[src/rtl/uart_rx_pkg.sv]
package uart_rx_pkg;
   typedef enum logic [1:0] {
      ST_IDLE,
      ST_START,
      ST_DATA,
      ST_STOP
   } rx_state_e;

   typedef struct packed {
      logic fe;
      logic brk;
      logic noise;
   } frame_stat_t;
endpackage

[src/rtl/rx_sync.sv]
module rx_sync #(
   parameter int STAGES = 2
) (
   input  logic clk,
   input  logic rst_n,
   input  logic din,
   output logic dout
);
   logic [STAGES-1:0] chain_q;

   generate
      for (genvar g = 0; g < STAGES; g++) begin : g_stage
         if (g == 0) begin : g_first
            always_ff @(posedge clk or negedge rst_n)
               if (!rst_n) chain_q[0] <= 1'b1;
               else        chain_q[0] <= din;
         end else begin : g_next
            always_ff @(posedge clk or negedge rst_n)
               if (!rst_n) chain_q[g] <= 1'b1;
               else        chain_q[g] <= chain_q[g-1];
         end
      end
   endgenerate

   assign dout = chain_q[STAGES-1];
endmodule

[src/rtl/rx_vote.sv]
module rx_vote #(
   parameter int OS = 16,
   localparam int CW = $clog2(OS)
) (
   input  logic          clk,
   input  logic          rst_n,
   input  logic          tick,
   input  logic          active,
   input  logic          line,
   input  logic [CW-1:0] sc,
   output logic          dec,
   output logic          bit_val,
   output logic          bit_noisy
);
   localparam int MID = OS / 2;
   localparam logic [CW-1:0] SLOT_A = CW'(MID - 1);
   localparam logic [CW-1:0] SLOT_B = CW'(MID);
   localparam logic [CW-1:0] SLOT_C = CW'(MID + 1);

   logic samp_a_q, samp_b_q;

   always_ff @(posedge clk or negedge rst_n)
      if (!rst_n) begin
         samp_a_q <= 1'b1;
         samp_b_q <= 1'b1;
      end else if (tick && active) begin
         if (sc == SLOT_A) samp_a_q <= line;
         if (sc == SLOT_B) samp_b_q <= line;
      end

   assign dec       = tick && active && (sc == SLOT_C);
   assign bit_val   = (samp_a_q & samp_b_q) | (samp_a_q & line) | (samp_b_q & line);
   assign bit_noisy = !((samp_a_q == samp_b_q) && (samp_b_q == line));
endmodule

[src/rtl/rx_frame.sv]
module rx_frame
   import uart_rx_pkg::*;
#(
   parameter int OS     = 16,
   parameter int DATA_W = 8,
   localparam int CW    = $clog2(OS),
   localparam int BW    = $clog2(DATA_W + 2)
) (
   input  logic              clk,
   input  logic              rst_n,
   input  logic              tick,
   input  logic              line,
   input  logic              len9,
   input  logic              dec,
   input  logic              bit_val,
   input  logic              bit_noisy,
   output logic              active,
   output logic [CW-1:0]     sc,
   output logic              done,
   output frame_stat_t       stat,
   output logic [DATA_W-1:0] data,
   output logic              bit9,
   output logic              rip
);
   localparam logic [CW-1:0] SC_LAST = CW'(OS - 1);
   localparam logic [CW-1:0] SC_ONE  = CW'(1);

   rx_state_e       state;
   logic [BW-1:0]   bcnt;
   logic [BW-1:0]   nbits;
   logic [DATA_W:0] shreg;
   logic            any1, nacc, armed;

   assign nbits  = len9 ? BW'(DATA_W + 1) : BW'(DATA_W);
   assign active = (state != ST_IDLE);
   assign data   = len9 ? shreg[DATA_W-1:0] : shreg[DATA_W:1];
   assign bit9   = len9 & shreg[DATA_W];

   always_ff @(posedge clk or negedge rst_n)
      if (!rst_n) begin
         state <= ST_IDLE;
         sc    <= '0;
         bcnt  <= '0;
         shreg <= '0;
         any1  <= 1'b0;
         nacc  <= 1'b0;
         armed <= 1'b0;
         rip   <= 1'b0;
         done  <= 1'b0;
         stat  <= '0;
      end else begin
         done <= 1'b0;
         if (tick) begin
            if (state == ST_IDLE) begin
               if (line) armed <= 1'b1;
               else if (armed) begin
                  state <= ST_START;
                  sc    <= SC_ONE;
                  armed <= 1'b0;
               end
            end else begin
               sc <= (sc == SC_LAST) ? '0 : sc + 1'b1;
               if (dec) begin
                  case (state)
                     ST_START: begin
                        if (bit_val) state <= ST_IDLE;
                        else begin
                           rip  <= 1'b1;
                           nacc <= bit_noisy;
                           any1 <= 1'b0;
                           bcnt <= '0;
                        end
                     end
                     ST_DATA: begin
                        shreg <= {bit_val, shreg[DATA_W:1]};
                        any1  <= any1 | bit_val;
                        nacc  <= nacc | bit_noisy;
                        bcnt  <= bcnt + 1'b1;
                     end
                     ST_STOP: begin
                        state      <= ST_IDLE;
                        rip        <= 1'b0;
                        done       <= 1'b1;
                        stat.fe    <= !bit_val;
                        stat.brk   <= !bit_val && !any1;
                        stat.noise <= nacc | bit_noisy;
                     end
                     default: ;
                  endcase
               end else if (sc == SC_LAST) begin
                  if (state == ST_START) state <= ST_DATA;
                  else if (state == ST_DATA && bcnt == nbits) state <= ST_STOP;
               end
            end
         end
      end


   rip_rise_chk: assert property (@(posedge clk) disable iff (!rst_n)
      $rose(rip) |-> state == ST_START);

   rip_fall_chk: assert property (@(posedge clk) disable iff (!rst_n)
      $fell(rip) |-> done);
endmodule

[src/rtl/rx_flags.sv]
module rx_flags
   import uart_rx_pkg::*;
#(
   parameter int DATA_W = 8
) (
   input  logic              clk,
   input  logic              rst_n,
   input  logic              rd,
   input  logic              done,
   input  frame_stat_t       stat,
   input  logic [DATA_W-1:0] din,
   input  logic              b9in,
   output logic [DATA_W-1:0] data,
   output logic              b9,
   output logic              full,
   output logic              fe,
   output logic              brk,
   output logic              ovr,
   output logic              noise
);
   always_ff @(posedge clk or negedge rst_n)
      if (!rst_n) begin
         data  <= '0;
         b9    <= 1'b0;
         full  <= 1'b0;
         fe    <= 1'b0;
         brk   <= 1'b0;
         ovr   <= 1'b0;
         noise <= 1'b0;
      end else begin
         if (rd) begin
            full  <= 1'b0;
            fe    <= 1'b0;
            brk   <= 1'b0;
            ovr   <= 1'b0;
            noise <= 1'b0;
         end
         if (done) begin
            if (full && !rd) ovr <= 1'b1;
            else begin
               full  <= 1'b1;
               fe    <= stat.fe;
               brk   <= stat.brk;
               noise <= stat.noise;
               data  <= stat.brk ? '0 : din;
               b9    <= stat.brk ? 1'b0 : b9in;
            end
         end
      end


   brk_side_chk: assert property (@(posedge clk) disable iff (!rst_n)
      brk |-> fe && full && data == '0 && !b9);

   ovr_src_chk: assert property (@(posedge clk) disable iff (!rst_n)
      $rose(ovr) |-> $past(full));

   rd_clr_chk: assert property (@(posedge clk) disable iff (!rst_n)
      rd && !done |=> !full && !fe && !brk && !ovr && !noise);

   full_src_chk: assert property (@(posedge clk) disable iff (!rst_n)
      $rose(full) |-> $past(done));
endmodule

[src/rtl/uart_rx_brk.sv]
module uart_rx_brk
   import uart_rx_pkg::*;
#(
   parameter int OVERSAMPLE  = 16,
   parameter int DATA_W      = 8,
   parameter int SYNC_STAGES = 2
) (
   input  logic              clk,
   input  logic              rst_n,
   input  logic              tick_i,
   input  logic              rxd_i,
   input  logic              len9_i,
   input  logic              rd_i,
   output logic [DATA_W-1:0] data_o,
   output logic              bit9_o,
   output logic              full_o,
   output logic              fe_o,
   output logic              brk_o,
   output logic              ovr_o,
   output logic              noise_o,
   output logic              rip_o
);
   localparam int CW = $clog2(OVERSAMPLE);

   generate
      if (OVERSAMPLE < 8) begin : g_bad_os
         $error("OVERSAMPLE must be at least 8");
      end
      if (SYNC_STAGES < 2) begin : g_bad_sync
         $error("SYNC_STAGES must be at least 2");
      end
      if (DATA_W < 1) begin : g_bad_w
         $error("DATA_W must be positive");
      end
   endgenerate

   logic              line, active, dec, bit_val, bit_noisy, done, fr_b9;
   logic [CW-1:0]     sc;
   frame_stat_t       stat;
   logic [DATA_W-1:0] fr_data;

   rx_sync #(.STAGES(SYNC_STAGES)) i_sync (
      .clk(clk), .rst_n(rst_n), .din(rxd_i), .dout(line));

   rx_vote #(.OS(OVERSAMPLE)) i_vote (
      .clk(clk), .rst_n(rst_n), .tick(tick_i), .active(active), .line(line),
      .sc(sc), .dec(dec), .bit_val(bit_val), .bit_noisy(bit_noisy));

   rx_frame #(.OS(OVERSAMPLE), .DATA_W(DATA_W)) i_frame (
      .clk(clk), .rst_n(rst_n), .tick(tick_i), .line(line), .len9(len9_i),
      .dec(dec), .bit_val(bit_val), .bit_noisy(bit_noisy), .active(active),
      .sc(sc), .done(done), .stat(stat), .data(fr_data), .bit9(fr_b9),
      .rip(rip_o));

   rx_flags #(.DATA_W(DATA_W)) i_flags (
      .clk(clk), .rst_n(rst_n), .rd(rd_i), .done(done), .stat(stat),
      .din(fr_data), .b9in(fr_b9), .data(data_o), .b9(bit9_o),
      .full(full_o), .fe(fe_o), .brk(brk_o), .ovr(ovr_o), .noise(noise_o));
endmodule

[config.mk]
export PLATFORM = sky130hd
export DESIGN_NAME = uart_rx_brk
export DESIGN_NICKNAME = d
export VERILOG_FILES = /design/src/rtl/uart_rx_pkg.sv /design/src/rtl/rx_sync.sv /design/src/rtl/rx_vote.sv /design/src/rtl/rx_frame.sv /design/src/rtl/rx_flags.sv /design/src/rtl/uart_rx_brk.sv
export SDC_FILE = /design/constraint.sdc
export NUM_CORES = 1
export LEC_CHECK = 0
export ABC_AREA = 1
export BUFFER_PORTS_ARGS = -buffer_cell sky130_fd_sc_hd__buf_2
export CORE_MARGIN = 1.5
export CORE_UTILIZATION = 35
export CTS_CLUSTER_DIAMETER = 50
export DETAILED_ROUTE_END_ITERATION = 16
export SETUP_SLACK_MARGIN = 0.5
export SLEW_MARGIN = 20
export SYNTH_ARGS = -nofsm -noshare
export SYNTH_HDL_FRONTEND = slang
export SYNTH_HIERARCHICAL = 1
export SYNTH_SLANG_ARGS = --single-unit
[constraint.sdc]
create_clock -name clk -period 2.3 [get_ports clk]
set_clock_uncertainty 0.05 [all_clocks]
set_input_delay 0.345 -clock clk [delete_from_list [all_inputs] [get_ports clk]]
set_output_delay 0.345 -clock clk [all_outputs]
set_load 0.02 [all_outputs]
---- After elaboration in Yosys (flattened, before gate mapping) ----
Cells that the tools add are included.
Widths: inputs -> output; s select.
operators by class
  add/subtract/negate cells ............... 2
  muxes and demuxes ....................... 45
  equal/unequal tests ..................... 15
  reduce and logical (&&, ||, !) cells .... 26
  bitwise operators ....................... 10
operator list
  cell                 count
  $mux 1               25
  $mux 4               5
  $mux 2               8
  $mux 8               2
  $eq 4x4->1 const B   3
  $reduce_and 5->1     2
  $add 4x1->4 const B  2
  $pmux 4 s2           1
  $reduce_and 2->1     4
  $reduce_and 4->1     2
  $reduce_and 7->1     1
  $logic_and 1x1->1    6
  $pmux 1 s2           3
  $reduce_bool 2->1    3
  $and 1x1->1          4
  $eq 2x2->1 const B   2
  $eq 4x3->1 const B   1
  $eq 4x4->1           1
  $logic_not 1->1      4
  $ne 2x2->1 const B   2
  $ne 4x1->1 const B   1
  $ne 4x2->1 const B   1
  $or 1x1->1           4
  $pmux 2 s2           1
  other kinds (8)      10
storage, ports and cells
  word-level logic and storage cells ...... 121
  bits of input ports ..................... 6
  flip-flop bits (word level) ............. 45

---- Depth between registers and ports, before layout ----
  depth in word-level cells ............... 8
  mapped depth ............................ 11
  depth with buffers taken out ............ 11

---- By module ----
Netlist, hierarchy kept.
modules (own cells, without submodules)
  module    cells an instance  seq. area each (um2)  area an instance (um2)  instances
  rx_frame  169                675.6                 1338.8                  1
  rx_flags  85                 350.3                 668.1                   1
  rx_vote   26                 52.6                  185.2                   1
  rx_sync   2                  52.6                  52.6                    1

---- Worst setup path after synthesis ----
Ideal clock, no wire load.
  path type ............................... register to register
  start ................................... register i_frame.state[0]
  end ..................................... register i_frame.shreg[8]
  buffers on the path ..................... 1
  cell stages (with the launch flop) ...... 11
  library setup time ...................... 0.123 ns
  period minus slack after synthesis ...... 1.931 ns
  path slack .............................. 0.369 ns
  arrival ................................. 1.758 ns
  required time ........................... 2.127 ns
  cell sequence ........................... dfrtp_1 -> inv_2 -> nand2_2 -> nand3_2 -> nor3_1 -> nand2_1 -> inv_1 -> nand2_2 -> buf_2 -> nand2_1 -> o21ai_1
on the way
  longest elaborated chain between the ends .. 4
ends and longest elaborated chain
  item                             line               source
  start, declared                  rx_frame.sv:28     rx_state_e state;
  start signal, assigned           rx_frame.sv:41     state <= ST_IDLE;
  start signal, assigned           rx_frame.sv:57     state <= ST_START;
  start signal, assigned           rx_frame.sv:66     if (bit_val) state <= ST_IDLE;
  $reduce_bool 2->1                rx_frame.sv:35     assign active = (state != ST_IDLE);
  via active                       uart_rx_brk.sv:37  logic line, active, dec, bit_val, bit_noisy, done, fr_b9;
  $logic_and 1x1->1 (2 in series)  rx_vote.sv:31      assign dec = tick && active && (sc == SLOT_C);
  via dec                          uart_rx_brk.sv:37
  $reduce_and 4->1 (no line)       --
  end signal, assigned             rx_frame.sv:75     shreg <= {bit_val, shreg[DATA_W:1]};
  end, declared                    rx_frame.sv:31     logic [DATA_W:0] shreg;
The timed path passes the listed nets, and every way through them passes these cells.
A chain may end at the register's enable or synchronous reset.

---- Worst setup path in the final report ----
  start ................................... register i_vote.samp_a_q
  end ..................................... register i_frame.bcnt[0]
on the way
  longest elaborated chain between the ends .. 5
ends and longest elaborated chain
  item                          line               source
  start, declared               rx_vote.sv:20      logic samp_a_q, samp_b_q;
  start signal, assigned        rx_vote.sv:27      if (sc == SLOT_A) samp_a_q <= line;
  $and 1x1->1                   rx_vote.sv:32      assign bit_val = (samp_a_q & samp_b_q) | (samp_a_q & line) | (samp_b_q & line);
  $or 1x1->1 * (2 in series)    rx_vote.sv:32
  via bit_val                   uart_rx_brk.sv:37
  $ne 2x2->1 (no line) *        --
  $reduce_and 5->1 (no line) *  --
  end signal, assigned          rx_frame.sv:78     bcnt <= bcnt + 1'b1;
  end, declared                 rx_frame.sv:29     logic [BW-1:0] bcnt;
Mark *: on every way through the listed nets, which the timed path passes. The rest lies on a longest branch.

==> impl_metrics.tcl <==
set metrics [dict create \
    critPathRequiredTime_ns 2.43 \
    synth_edf_count 0 \
    drt-total-wl_mm 4.388 \
    share_seq_of_total_power_pct 46.6 \
    routabilityCongestion 0.8041 \
    routedWlPerCell_um 11.37 \
    hold_viol_final 0 \
    setup_viol 0 \
    fp.dieArea_um2 6903 \
    grt_pass1_vias 1786 \
    routed_via_density 4.764 \
    clk_pin_slew_worst_paths_ns 0.09 \
    setup_tns_ns 0 \
    portBuffers 20 \
    ir_drop_v 0.0004812 \
    placed_area_um2 2406 \
    netlist_instances 282 \
    power_density_nw_per_um2 863.9 \
    ys_ff_latch 45 \
    die_h_um 83.09 \
    final_cell_mix "nand2_1 (75), inv_1 (38), dfrtp_1 (38)" \
    grt_max_degree 46 \
    pre_cts_ws_ns 0.5591 \
    p_comb_share_pct 26.7 \
    synth.distinct_cells 31 \
    nFillCells 612 \
    ys_async_sr_fraction_pct 100.0 \
    initialDrtViolationCount 98 \
    cts_root_buf "clkbuf_8" \
    clkPwrFrac_pct 26.6 \
    fin_cells 386 \
    clock_sinks 45 \
    vias 1839 \
    cp_data_arrival_time_ns 1.83 \
    firstDrtPassIters 4 \
    path_class "reg -> reg" \
    drc 0 \
    antenna_found_initial 0 \
    synth_top_family_by_area "simple AND/OR/NAND/NOR gates" \
    worst_setup_path_start_kind "flip-flop" \
    syn_to_final_growth_pct 16.00 \
    hpwl_mm 3.024 \
    power_leakage_nw 1.314 \
    cts_htree_levels 2 \
    synth-simple-area-share_pct 28.04 \
    rsz0062_at_grt "true" \
    status "complete, no violations" \
    postLayoutCoreUtil_pct 42.96 \
    relSlewSlack_pct 62.16 \
    yosysTopAreaCell "dfrtp_1" \
    hold_path_class "in -> async" \
    slew_viol_final 0 \
    dp.cells 371 \
    worst_path_max_delay_cell "dfstp_2" \
    fin_crit_sh_pct 73.85 \
    dieWidth_um 83.09 \
    syn_area_per_cell_um2 7.960 \
    clock_path_buffers 2 \
    synth.area.top_cells "dfrtp_1 (46%), nand2_1 (13%), inv_1 (6.4%)" \
    cts_made_buffers 5 \
    insertion_delay_ns 0.30 \
    core_um2 6061 \
    period_minus_slack_ns 1.698 \
    grt_usage_pct 13.45 \
    fin_area_um2 2604 \
    setup_slack_ns 0.6016 \
    ioPinCount 21 \
    layout.nets 320 \
    synth_warnings 6 \
    post_route_cells_drive_above_1_share_pct 19.29 \
    synth_top_area_share_pct 45.71 \
    synth_compound_area_share_pct 8.807 \
    syn_area_um2 2245 \
    overflow 0 \
    fmax_ghz 0.5888 \
    cts_hold_buf 0 \
    syn-num-nets 292 \
    layout.cells.most_common "nand2_1" \
    p_sw_share_pct 34.06 \
    cts_tree "yes" \
    worst_slew_pin_slew_ns 0.5676 \
    start_util_pct 37.04 \
    critPathTopFamily "flip-flops" \
    seq_area_frac_synth_pct 50.39 \
    fp-row-count 28 \
    muxShareOfSynthArea_pct 0 \
    final_antenna_net_count 0 \
    grt_pass1_wl_mm 7.803 \
    path_cells "ha_1 > a211o_1 > inv_1 > nand4_1 > nand2_2 > nand2_1 > inv_2 > a21oi_1" \
    synthFlopType "dfrtp_1" \
    max-cap-violations 0 \
    setup.worst_path.end_class "flip-flop" \
    max_stage_delay_ns 0.38 \
    num_antenna_cells 0 \
    synth_fa_ha_area_share_pct 2.230 \
    synthXorXnorAreaFrac_pct 1.171 \
    cp_num_buf_inv 2 \
    internal_power_w 0.001483 \
    switchingPower_w 0.0007662 \
    crit_fanout 5 \
]
==> stage by stage <==
step	hold slack, ns	total power (W)
after CTS	0.07877	0.002144
after detailed placement	0.3013	0.001529
final	0.06744	0.002249
after floorplan	-0.0005911	0.001394
after global placement	0.2968	0.001522
after global routing	0.07860	0.002397
==> path summary, 6_finish.rpt <==
check,startpoint,endpoint,slack [ns],cells after the start
max in group asynchronous,rst_n,i_frame/sc[0],1.71,2
setup / recovery,i_vote/samp_a_q,i_frame/bcnt[0],0.60,8
hold / removal,rst_n,i_flags/data[6],0.07,2
min in group clk,rxd_i,i_sync/chain_q[0],0.09,1
setup reg to reg,i_vote/samp_a_q,i_frame/bcnt[0],0.60,8
hold reg to reg,i_sync/chain_q[0],i_sync/dout,0.31,0
==> cells by family after synthesis <==
family	Yosys count
flip-flops	45
XOR/XNOR	3
AO/OA/AOI/OAI	37
adder cells (fa/ha/maj)	4
buffers and inverters	50
AND/OR/NAND/NOR	143
==> state kept, by name, indices dropped and copies added, names as in the netlist, 2 cells and up <==
name and flops:
i_frame/bcnt 4, i_frame/state 2, i_frame/shreg 9, i_frame/stat 3
i_flags/data 8, i_frame/sc 4
==> power by group through the flow <==
| stage | combinational (W) | sequential (W) | clock [W] |
|---|---|---|---|
| 2_1_floorplan | 0.000374 | 0.00102 | 0 |
| 3_3_place_gp | 0.000474 | 0.00105 | 0 |
| 3_5_place_dp | 0.000480 | 0.00105 | 0 |
| 4_1_cts | 0.000483 | 0.00104 | 0.000624 |
| 5_1_grt | 0.000677 | 0.00107 | 0.000655 |
| 6_report | 0.000602 | 0.00105 | 0.000599 |
==> area by class of cell <==
class	instances	area [um2]	share of cell area, %
Sequential cell	45	1135	43.58
Timing Repair Buffer	29	171.4	6.583
Multi-Input combinational cell	187	934.6	35.90
Inverter	42	157.7	6.055
Tap cell	75	93.84	3.604
Clock buffer	6	72.57	2.787
Clock inverter	2	38.79	1.490
==> synth_stat cells (all sizes together), types with 2 or more instances <==
library cell  instances
dfstp                 4
ha                    4
nand2                81
inv                  42
xor2                  2
buf                   6
nand4                 3
o21ai                25
a31oi                 2
nand3                27
clkbuf                2
a21oi                 6
nor2                 28
dfrtp                41
nor3                  2
==> per-layer routing <==
| metal | up-vias | global-route usage (%) | share of wire, % |
|---|---|---|---|
| met4 | 0 | 3.939 | 0.77 |
| met3 | 5 | 3.082 | 3.9 |
| li1 | 943 | - | - |
| met2 | 35 | 22.39 | 47 |
| met5 | - | 0 | 0 |
| met1 | 856 | 17.49 | 48 |
==> what timing repair did <==
action	CTS	global route
gates resized for setup	0	9
setup endpoints to repair	0	21
setup buffers	0	7
(Power assumes the default switching activity.)
